**config.mk**
```make
export PLATFORM = sky130hd
export DESIGN_NAME = sync_slot_timer
export DESIGN_NICKNAME = d
export VERILOG_FILES = /design/src/rtl/sst_pkg.sv /design/src/rtl/sst_rst_sync.sv /design/src/rtl/sst_period_gen.sv /design/src/rtl/sst_sequencer.sv /design/src/rtl/sst_update_flag.sv /design/src/rtl/sync_slot_timer.sv
export SDC_FILE = /design/constraint.sdc
export NUM_CORES = 1
export LEC_CHECK = 0
export CAP_MARGIN = 20
export CORE_UTILIZATION = 51
export DETAILED_ROUTE_END_ITERATION = 7
export PLACE_DENSITY_LB_ADDON = 0.05
export SLEW_MARGIN = 20
export SYNTH_ARGS = -nofsm -noshare
export SYNTH_HDL_FRONTEND = slang
export SYNTH_SLANG_ARGS = --single-unit
```
**constraint.sdc**
```tcl
create_clock -name clk -period 2 [get_ports clk]
set_input_delay 0.4 -clock clk [delete_from_list [all_inputs] [get_ports clk]]
set_output_delay 0.4 -clock clk [all_outputs]
set_load 0.05 [all_outputs]
```
**src/rtl/sst_pkg.sv**
```systemverilog
package sst_pkg;

  typedef enum logic [1:0] {
    SST_IDLE  = 2'd0,
    SST_DELAY = 2'd1,
    SST_WIN   = 2'd2
  } sst_state_e;

endpackage

```
**src/rtl/sst_rst_sync.sv**
```systemverilog
module sst_rst_sync #(
  parameter int STAGES = 2
) (
  input  logic clk,
  input  logic rst_n,
  output logic rst_n_sync
);

  logic [STAGES-1:0] chain_q;

  always_ff @(posedge clk or negedge rst_n) begin
    if (!rst_n) chain_q <= '0;
    else        chain_q <= {chain_q[STAGES-2:0], 1'b1};
  end

  assign rst_n_sync = chain_q[STAGES-1];

endmodule

```
**src/rtl/sst_period_gen.sv**
```systemverilog
module sst_period_gen #(
  parameter int CNT_W = 16
) (
  input  logic             clk,
  input  logic             rst_n,
  input  logic             clr,
  input  logic             run,
  input  logic             tick,
  input  logic             ext_sync,
  input  logic [CNT_W-1:0] period_m1,
  output logic             int_sync
);

  logic [CNT_W-1:0] cnt_q, cnt_d;
  logic             wrap;

  assign wrap     = run && tick && (cnt_q == period_m1);
  assign int_sync = wrap && !ext_sync && !clr;

  always_comb begin
    cnt_d = cnt_q;
    if (clr || !run || ext_sync) begin
      cnt_d = '0;
    end else if (tick) begin
      if (wrap) cnt_d = '0;
      else      cnt_d = cnt_q + 1'b1;
    end
  end

  always_ff @(posedge clk or negedge rst_n) begin
    if (!rst_n) cnt_q <= '0;
    else        cnt_q <= cnt_d;
  end

endmodule

```
**src/rtl/sst_sequencer.sv**
```systemverilog
module sst_sequencer
  import sst_pkg::*;
#(
  parameter int CNT_W  = 16,
  parameter int NWIN_W = 15
) (
  input  logic              clk,
  input  logic              rst_n,
  input  logic              clr,
  input  logic              enable,
  input  logic              tick,
  input  logic              sync,
  input  logic [CNT_W-1:0]  delay_m1,
  input  logic [CNT_W-1:0]  len_m1,
  input  logic [NWIN_W-1:0] nwin_m1,
  output logic              slot_start,
  output logic              win_start,
  output logic              win_end,
  output logic              win_active
);

  sst_state_e        state_q, state_d;
  logic [CNT_W-1:0]  cnt_q, cnt_d;
  logic [NWIN_W-1:0] wnum_q, wnum_d;
  logic              ss_q, ss_d, ws_q, ws_d, we_q, we_d;

  always_comb begin
    state_d = state_q;
    cnt_d   = cnt_q;
    wnum_d  = wnum_q;
    ss_d    = 1'b0;
    ws_d    = 1'b0;
    we_d    = 1'b0;
    if (clr || !enable) begin
      state_d = SST_IDLE;
      cnt_d   = '0;
      wnum_d  = '0;
    end else if (sync) begin
      state_d = SST_DELAY;
      cnt_d   = '0;
      wnum_d  = '0;
      ss_d    = 1'b1;
    end else if (tick) begin
      unique case (state_q)
        SST_DELAY: begin
          if (cnt_q == delay_m1) begin
            state_d = SST_WIN;
            cnt_d   = '0;
            wnum_d  = '0;
            ws_d    = 1'b1;
          end else begin
            cnt_d = cnt_q + 1'b1;
          end
        end
        SST_WIN: begin
          if (cnt_q == len_m1) begin
            we_d  = 1'b1;
            cnt_d = '0;
            if (wnum_q == nwin_m1) begin
              state_d = SST_IDLE;
              wnum_d  = '0;
            end else begin
              wnum_d = wnum_q + 1'b1;
              ws_d   = 1'b1;
            end
          end else begin
            cnt_d = cnt_q + 1'b1;
          end
        end
        default: begin
          state_d = SST_IDLE;
        end
      endcase
    end
  end

  always_ff @(posedge clk or negedge rst_n) begin
    if (!rst_n) begin
      state_q <= SST_IDLE;
      cnt_q   <= '0;
      wnum_q  <= '0;
      ss_q    <= 1'b0;
      ws_q    <= 1'b0;
      we_q    <= 1'b0;
    end else begin
      state_q <= state_d;
      cnt_q   <= cnt_d;
      wnum_q  <= wnum_d;
      ss_q    <= ss_d;
      ws_q    <= ws_d;
      we_q    <= we_d;
    end
  end

  assign slot_start = ss_q;
  assign win_start  = ws_q;
  assign win_end    = we_q;
  assign win_active = (state_q == SST_WIN);

endmodule

```
**src/rtl/sst_update_flag.sv**
```systemverilog
module sst_update_flag (
  input  logic clk,
  input  logic rst_n,
  input  logic clr,
  input  logic set_wr,
  input  logic clr_wr,
  input  logic arm,
  input  logic ext_sync,
  output logic flag
);

  logic flag_q, flag_d;

  always_comb begin
    flag_d = flag_q;
    if (clr || clr_wr)                  flag_d = 1'b0;
    else if (set_wr || (arm && ext_sync)) flag_d = 1'b1;
  end

  always_ff @(posedge clk or negedge rst_n) begin
    if (!rst_n) flag_q <= 1'b0;
    else        flag_q <= flag_d;
  end

  assign flag = flag_q;

endmodule

```
**src/rtl/sync_slot_timer.sv**
```systemverilog
module sync_slot_timer #(
  parameter int CNT_W  = 16,
  parameter int NWIN_W = 15
) (
  input  logic              clk,
  input  logic              rst_n,
  input  logic              clr_i,
  input  logic              cfg_enable_i,
  input  logic              cfg_count_clocks_i,
  input  logic              cfg_self_sync_i,
  input  logic [CNT_W-1:0]  cfg_period_m1_i,
  input  logic [CNT_W-1:0]  cfg_delay_m1_i,
  input  logic [NWIN_W-1:0] cfg_nwin_m1_i,
  input  logic [CNT_W-1:0]  cfg_len_m1_i,
  input  logic              sample_en_i,
  input  logic              sync_i,
  input  logic              upd_set_i,
  input  logic              upd_clr_i,
  input  logic              upd_arm_i,
  output logic              slot_start_o,
  output logic              win_start_o,
  output logic              win_end_o,
  output logic              win_active_o,
  output logic              upd_en_o
);

  logic rst_n_sync;
  logic tick;
  logic ext_sync;
  logic int_sync;
  logic any_sync;

  sst_rst_sync #(.STAGES(2)) u_rst (
    .clk        (clk),
    .rst_n      (rst_n),
    .rst_n_sync (rst_n_sync)
  );

  // clock enable for every counter in the block
  assign tick     = cfg_enable_i && (cfg_count_clocks_i || sample_en_i);
  assign ext_sync = cfg_enable_i && sync_i && !clr_i;
  assign any_sync = ext_sync || int_sync;

  sst_period_gen #(.CNT_W(CNT_W)) u_period (
    .clk       (clk),
    .rst_n     (rst_n_sync),
    .clr       (clr_i),
    .run       (cfg_enable_i && cfg_self_sync_i),
    .tick      (tick),
    .ext_sync  (ext_sync),
    .period_m1 (cfg_period_m1_i),
    .int_sync  (int_sync)
  );

  sst_sequencer #(.CNT_W(CNT_W), .NWIN_W(NWIN_W)) u_seq (
    .clk        (clk),
    .rst_n      (rst_n_sync),
    .clr        (clr_i),
    .enable     (cfg_enable_i),
    .tick       (tick),
    .sync       (any_sync),
    .delay_m1   (cfg_delay_m1_i),
    .len_m1     (cfg_len_m1_i),
    .nwin_m1    (cfg_nwin_m1_i),
    .slot_start (slot_start_o),
    .win_start  (win_start_o),
    .win_end    (win_end_o),
    .win_active (win_active_o)
  );

  sst_update_flag u_upd (
    .clk      (clk),
    .rst_n    (rst_n_sync),
    .clr      (clr_i),
    .set_wr   (upd_set_i),
    .clr_wr   (upd_clr_i),
    .arm      (upd_arm_i),
    .ext_sync (ext_sync),
    .flag     (upd_en_o)
  );

endmodule

```
# Word level (Yosys, flattened, before mapping)

Cells that the tools add are included.

Logic and storage cells: 87
Register bits: 55
Input bits: 74
Output and inout bits: 5

Reduce and logical (&&, ||, !) cells: 27
Mux-type cells: 39
Eq/ne operators: 9
$add $sub $neg: 3

Operators by type and width:

| cell                  | number |
|---|---|
| $mux 16               | 8 |
| $mux 15               | 6 |
| $eq 16x16->1          | 3 |
| $add 16x1->16 const B | 2 |
| $pmux 16 s2           | 1 |
| $pmux 15 s2           | 1 |
| $add 15x1->15 const B | 1 |
| $eq 15x15->1          | 1 |
| $mux 1                | 15 |
| $mux 2                | 6 |
| $logic_and 1x1->1     | 9 |
| $ne 4x1->1 const B    | 2 |
| $reduce_and 4->1      | 2 |
| $logic_or 1x1->1      | 7 |
| $logic_not 1->1       | 4 |
| $ne 4x2->1 const B    | 1 |
| $pmux 2 s2            | 1 |
| $reduce_bool 2->1     | 2 |
| $reduce_bool 4->1     | 1 |
| $reduce_bool 3->1     | 1 |
| $eq 2x1->1 const B    | 1 |
| $eq 2x2->1 const B    | 1 |
| $pmux 1 s2            | 1 |
| $reduce_and 2->1      | 1 |

# Longest topological paths before layout

Word-level depth: 9
Gate-level depth with buffers: 9
Gate-level depth less buffers: 8

# By module

Synthesis repeated with hierarchy kept, for this count alone.

Cells, all modules: 413
Area total of the unflattened synthesis: 3,838.7 um2

By module, submodules not included:

| module          | area an instance (um2) | sequential area each (um2) | times used | cells each |
|---|---|---|---|---|
| sst_sequencer   | 2,606.2                | 900.9                      | 1          | 287 |
| sst_period_gen  | 1,097.3                | 400.4                      | 1          | 115 |
| sst_rst_sync    | 53.8                   | 50.0                       | 1          | 3 |
| sst_update_flag | 47.5                   | 25.0                       | 1          | 3 |
| sync_slot_timer | 33.8                   | 0.0                        | 1          | 5 |

# Worst setup path after synthesis

Ideal clock, no wire load.

Path kind: reg2reg
Start point: reg u_seq.cnt_q[8]
End point: reg u_seq.wnum_q[12]
Buffers on the path: 2
Cell stages (with the launch flop): 10
Arrival: 2,390 ps
Data required time: 1,924 ps
Setup time: 76 ps
Setup slack: -466 ps
Clock period less this slack: 2,466 ps
Cell sequence: dfrtp_1 -> buf_6 -> xor2_1 -> nor4_2 -> nand4_1 -> a22o_1 -> or4_4 -> buf_6 -> or3_1 -> o21ai_1

Cells in the longest elaborated chain, start to end: 3
Elaborated cells on any way between the ends: 5
Classes of those cells: eq/ne (4); reduce/logical (1)

Ends and longest elaborated chain:

| element                                            | RTL line                                 | RTL |
|---|---|---|
| from (decl)                                        | sst_sequencer.sv:23                      | `logic [CNT_W-1:0] cnt_q, cnt_d;` |
| from (signal assigned)                             | sst_sequencer.sv:87                      | `cnt_q <= cnt_d;` |
| $eq 16x16->1 (on tied branches)                    | sst_sequencer.sv:46, sst_sequencer.sv:56 |  |
| $ne 4x2->1 (no line) or $ne 4x1->1 (tied branches) | n/a                                      |  |
| $reduce_and 4->1 (no line) (*)                     | n/a                                      |  |
| to (signal assigned)                               | sst_sequencer.sv:88                      | `wnum_q <= wnum_d;` |
| to (decl)                                          | sst_sequencer.sv:24                      | `logic [NWIN_W-1:0] wnum_q, wnum_d;` |

Every way passes the cells marked *; elsewhere a longest branch is shown, timed or not.
A chain may end at the register's enable or synchronous reset.

# Final worst setup path

Start point: reg u_seq.cnt_q[3]
End point: reg u_seq.wnum_q[5]

Same word-level chain as after synthesis.

==> impl_results.md <==
* Bufs on Longest Clock Path at 2
* Peak supply drop at 403 uV
* Input/output buffers at 78
* Pin count of the biggest net entering global routing at 22
* Footprint of the multi-input gates at 0.00243 mm2
* Floorplan core area at 0.00683 mm2
* Share of the yosys chip area belonging to registers at 0.379
* Post-route antenna net violation count at 0
* Drt first pass iters at 6
* Setup slack after layout at -0.558 ns
* Number of synthesized register bits at 55
* Final hold vios at 0
* Layout Utilization at 0.855
* Slowest stage delay, CP at 0.46 ns
* RSZ-0062 raised after global routing: yes
* CTS buffer count at 5
* Placed Cells at 674
* Slew @ Worst Pin at 0.535 ns
* EDFF count, synth at 0
* Worst setup EP type: flip-flop
* Vias in the first global route at 4058
* Synth warn at 0
* Slowest CP cell: dfrtp_1
* Worst setup path class: flip-flop to flip-flop
* Tmin final at 2.56 ns
* GP Congestion at 0.865
* Fraction of registers with async set/reset at 1.00
* Global route overflow at 0
* Failing checks: negative setup slack
* Reg area at 0.00138 mm2
* Worst EP arrival at 2.79 ns
* CTS hold repair buffers at 0
* Final WL at 12500 um
* DIE AREA at 0.00747 mm2
* Setup Skew at 0.00705 ns
* Cells after synthesis at 419
* Initial antenna violation count at 0
* Area of the mapped netlist at 0.00363 mm2
* Layout area overhead at 60.8%
* Diode count at 0
* Clock Latency Late Sink at 0.32 ns
* First-pass GRT wire length at 18500 um
* Fmax at 391 MHz
* Share of cells above drive strength 1 at 0.327
* HP Class: primary input to asynchronous set/reset pin
* First DRT Iteration DRCs at 306
* Fillers at 377
* Gr usage total at 0.322
* DRC violations left at 0
* Status: finished with violations
* Synth Flop Type: dfrtp_1
* Hpwl dp at 8060 um
* Fin nets at 681
* Synth unique cells at 44
* Overall die width at 86.4 um
* Total power draw at 2.28 mW
* Slew Limit Fails at 0
* Max Cap Viol at 0
* Clk pin slew, worst setup/hold paths at 0.11 ns
* Worst path required time at 2.23 ns
* Via density at 5.70
* Rel. slew slack at 0.643
* Worst Path Max Fanout at 6
* DR WL/cell at 17.9 um
* Starting Density at 0.532
* Setup violation total in the final timing report at 34
* Leakage at 2.72 nW
* Post-synth net total at 498
* Clock H-tree levels at 2
* CTS tree: yes
* IO Pins at 79
* Final Non-Filler Cells at 699
* Row cnt at 30
* Worst Setup Start Kind: flip-flop
* Die Y at 86.4 um
* Pwr Density at 390 mW/mm2
* Clk root buf: clkbuf_8
* Via count at 3983
* Crit path cell chain: xor2_1, nor4_2, nand4_1, a22o_1, or4_4, buf_4, buf_6, o31ai_2
* Tcrit/Tclk final at 1.28
* Sink Count at 55
* Setup tns final at -12.44 ns
* Syn_area_per_cell at 8.67 um2
routing by layer:
metal  track usage  up-vias  part of all wire
li1              -     1824                 -
met1         0.368     1899              0.39
met2         0.600      211              0.51
met3        0.0533       49             0.060
met4         0.124        0             0.038
met5             0        -                 0
Yosys cell counts (6+ instances only):
cell	count	area, um2
nand4_1	13	81.3
nor2_1	26	97.6
or3_1	10	62.6
xor2_1	56	490
nand2_1	36	135
buf_6	6	67.6
nand3_1	25	125
o21ai_0	28	140
nor3_1	13	65.1
or2_2	6	37.5
clkbuf_1	11	41.3
nor4_1	14	87.6
inv_1	25	93.8
dfrtp_1	55	1380
xnor2_1	19	166
a21oi_1	18	90.1
placed cells by master (no fill, tap or decap), types with 9 or more instances in the layout:
cell	n
buf_4	102
xor2_1	53
dfrtp_1	51
dlygate4sd2_1	36
nand2_1	35
clkdlybuf4s50_1	29
inv_1	25
nor2_1	23
nand3_1	23
xnor2_1	18
o21ai_1	16
nand4_1	13
a21oi_2	13
dlymetal6s2s_1	12
nor3_1	10
buf_6	9
per-stage QoR:
stage / hold WS [ns] / worst slack (ns) / cell area [um2]
floorplan: 0.104 / -0.430 / 3660
global placement: 0.249 / -0.971 / 5230
detailed placement: 0.252 / -1.03 / 5230
CTS: 0.233 / -0.485 / 5650
global route: 0.222 / -0.653 / 5840
finish: 0.230 / -0.558 / 5840
state kept, by name, indices dropped and copies added, names as in the netlist:
| register | flops |
|---|---|
| u_rst.chain_q | 2 |
| u_seq.cnt_q | 16 |
| u_seq.slot_start | 1 |
| u_seq.state_q | 2 |
| u_upd.flag | 1 |
| u_seq.wnum_q | 15 |
| u_seq.win_end | 1 |
| u_period.cnt_q | 16 |
| u_seq.win_start | 1 |
final timing paths:
| check | start | to | slack (ns) | cells past startpoint |
|---|---|---|---|---|
| worst max-delay path | u_seq.cnt_q[3]$_DFFE_PN0P_ | u_seq.wnum_q[5]$_DFFE_PN0P_ | -0.56 | 8 |
| worst min-delay path | rst_n | u_rst.chain_q[1]$_DFF_PN0_ | 0.23 | 1 |
| worst max register to register | u_seq.cnt_q[3]$_DFFE_PN0P_ | u_seq.wnum_q[5]$_DFFE_PN0P_ | -0.56 | 8 |
| worst min register to register | u_rst.chain_q[1]$_DFF_PN0_ | u_period.cnt_q[8]$_DFFE_PN0P_ | 0.26 | 0 |
| max in group asynchronous | u_rst.chain_q[1]$_DFF_PN0_ | u_period.cnt_q[7]$_DFFE_PN0P_ | 1.08 | 1 |
| min in group clk | u_rst.chain_q[0]$_DFF_PN0_ | u_rst.chain_q[1]$_DFF_PN0_ | 0.36 | 0 |
final cells by class:
cell class,instances,share of cell area
clock buffer,5,0.0118
inverter,25,0.0161
tap,96,0.0206
sequential,55,0.236
multi-input combinational,323,0.416
clock inverter,3,0.00749
timing repair buffer,192,0.291
report_power, final:
group | switching (mW) | internal (mW) | total (mW) | leakage (nW)
logic | 0.162 | 0.208 | 0.369 | 1.90
registers | 0.0117 | 1.12 | 1.13 | 0.756
clock network | 0.405 | 0.374 | 0.779 | 0.0581
kinds of logic after synthesis:
| group | after synthesis | share of synthesized area |
|---|---|---|
| buffers and inverters | 42 | 0.0558 |
| AND/OR/NAND/NOR | 165 | 0.236 |
| adder cells (fa/ha/maj) | 5 | 0.0172 |
| flip-flops | 55 | 0.379 |
| multiplexers | 3 | 0.00826 |
| other | 1 | 0.00103 |
| XOR/XNOR | 75 | 0.181 |
| AO/OA/AOI/OAI | 73 | 0.122 |
critical path, delay by kind of cell (launching register included):
family | cells | cell delay, ns
flops | 1 | 0.46
buf+inv | 2 | 0.30
simple gates | 3 | 1.04
compound gates | 2 | 0.48
xor+xnor | 1 | 0.19
timing repair:
item,4_1_cts,5_1_grt
setup endpoints to repair,40,41
gates cloned,1,0
resized for setup,105,41
pin swaps,46,27
buffers inserted,13,6
(Power assumes the default switching activity.)
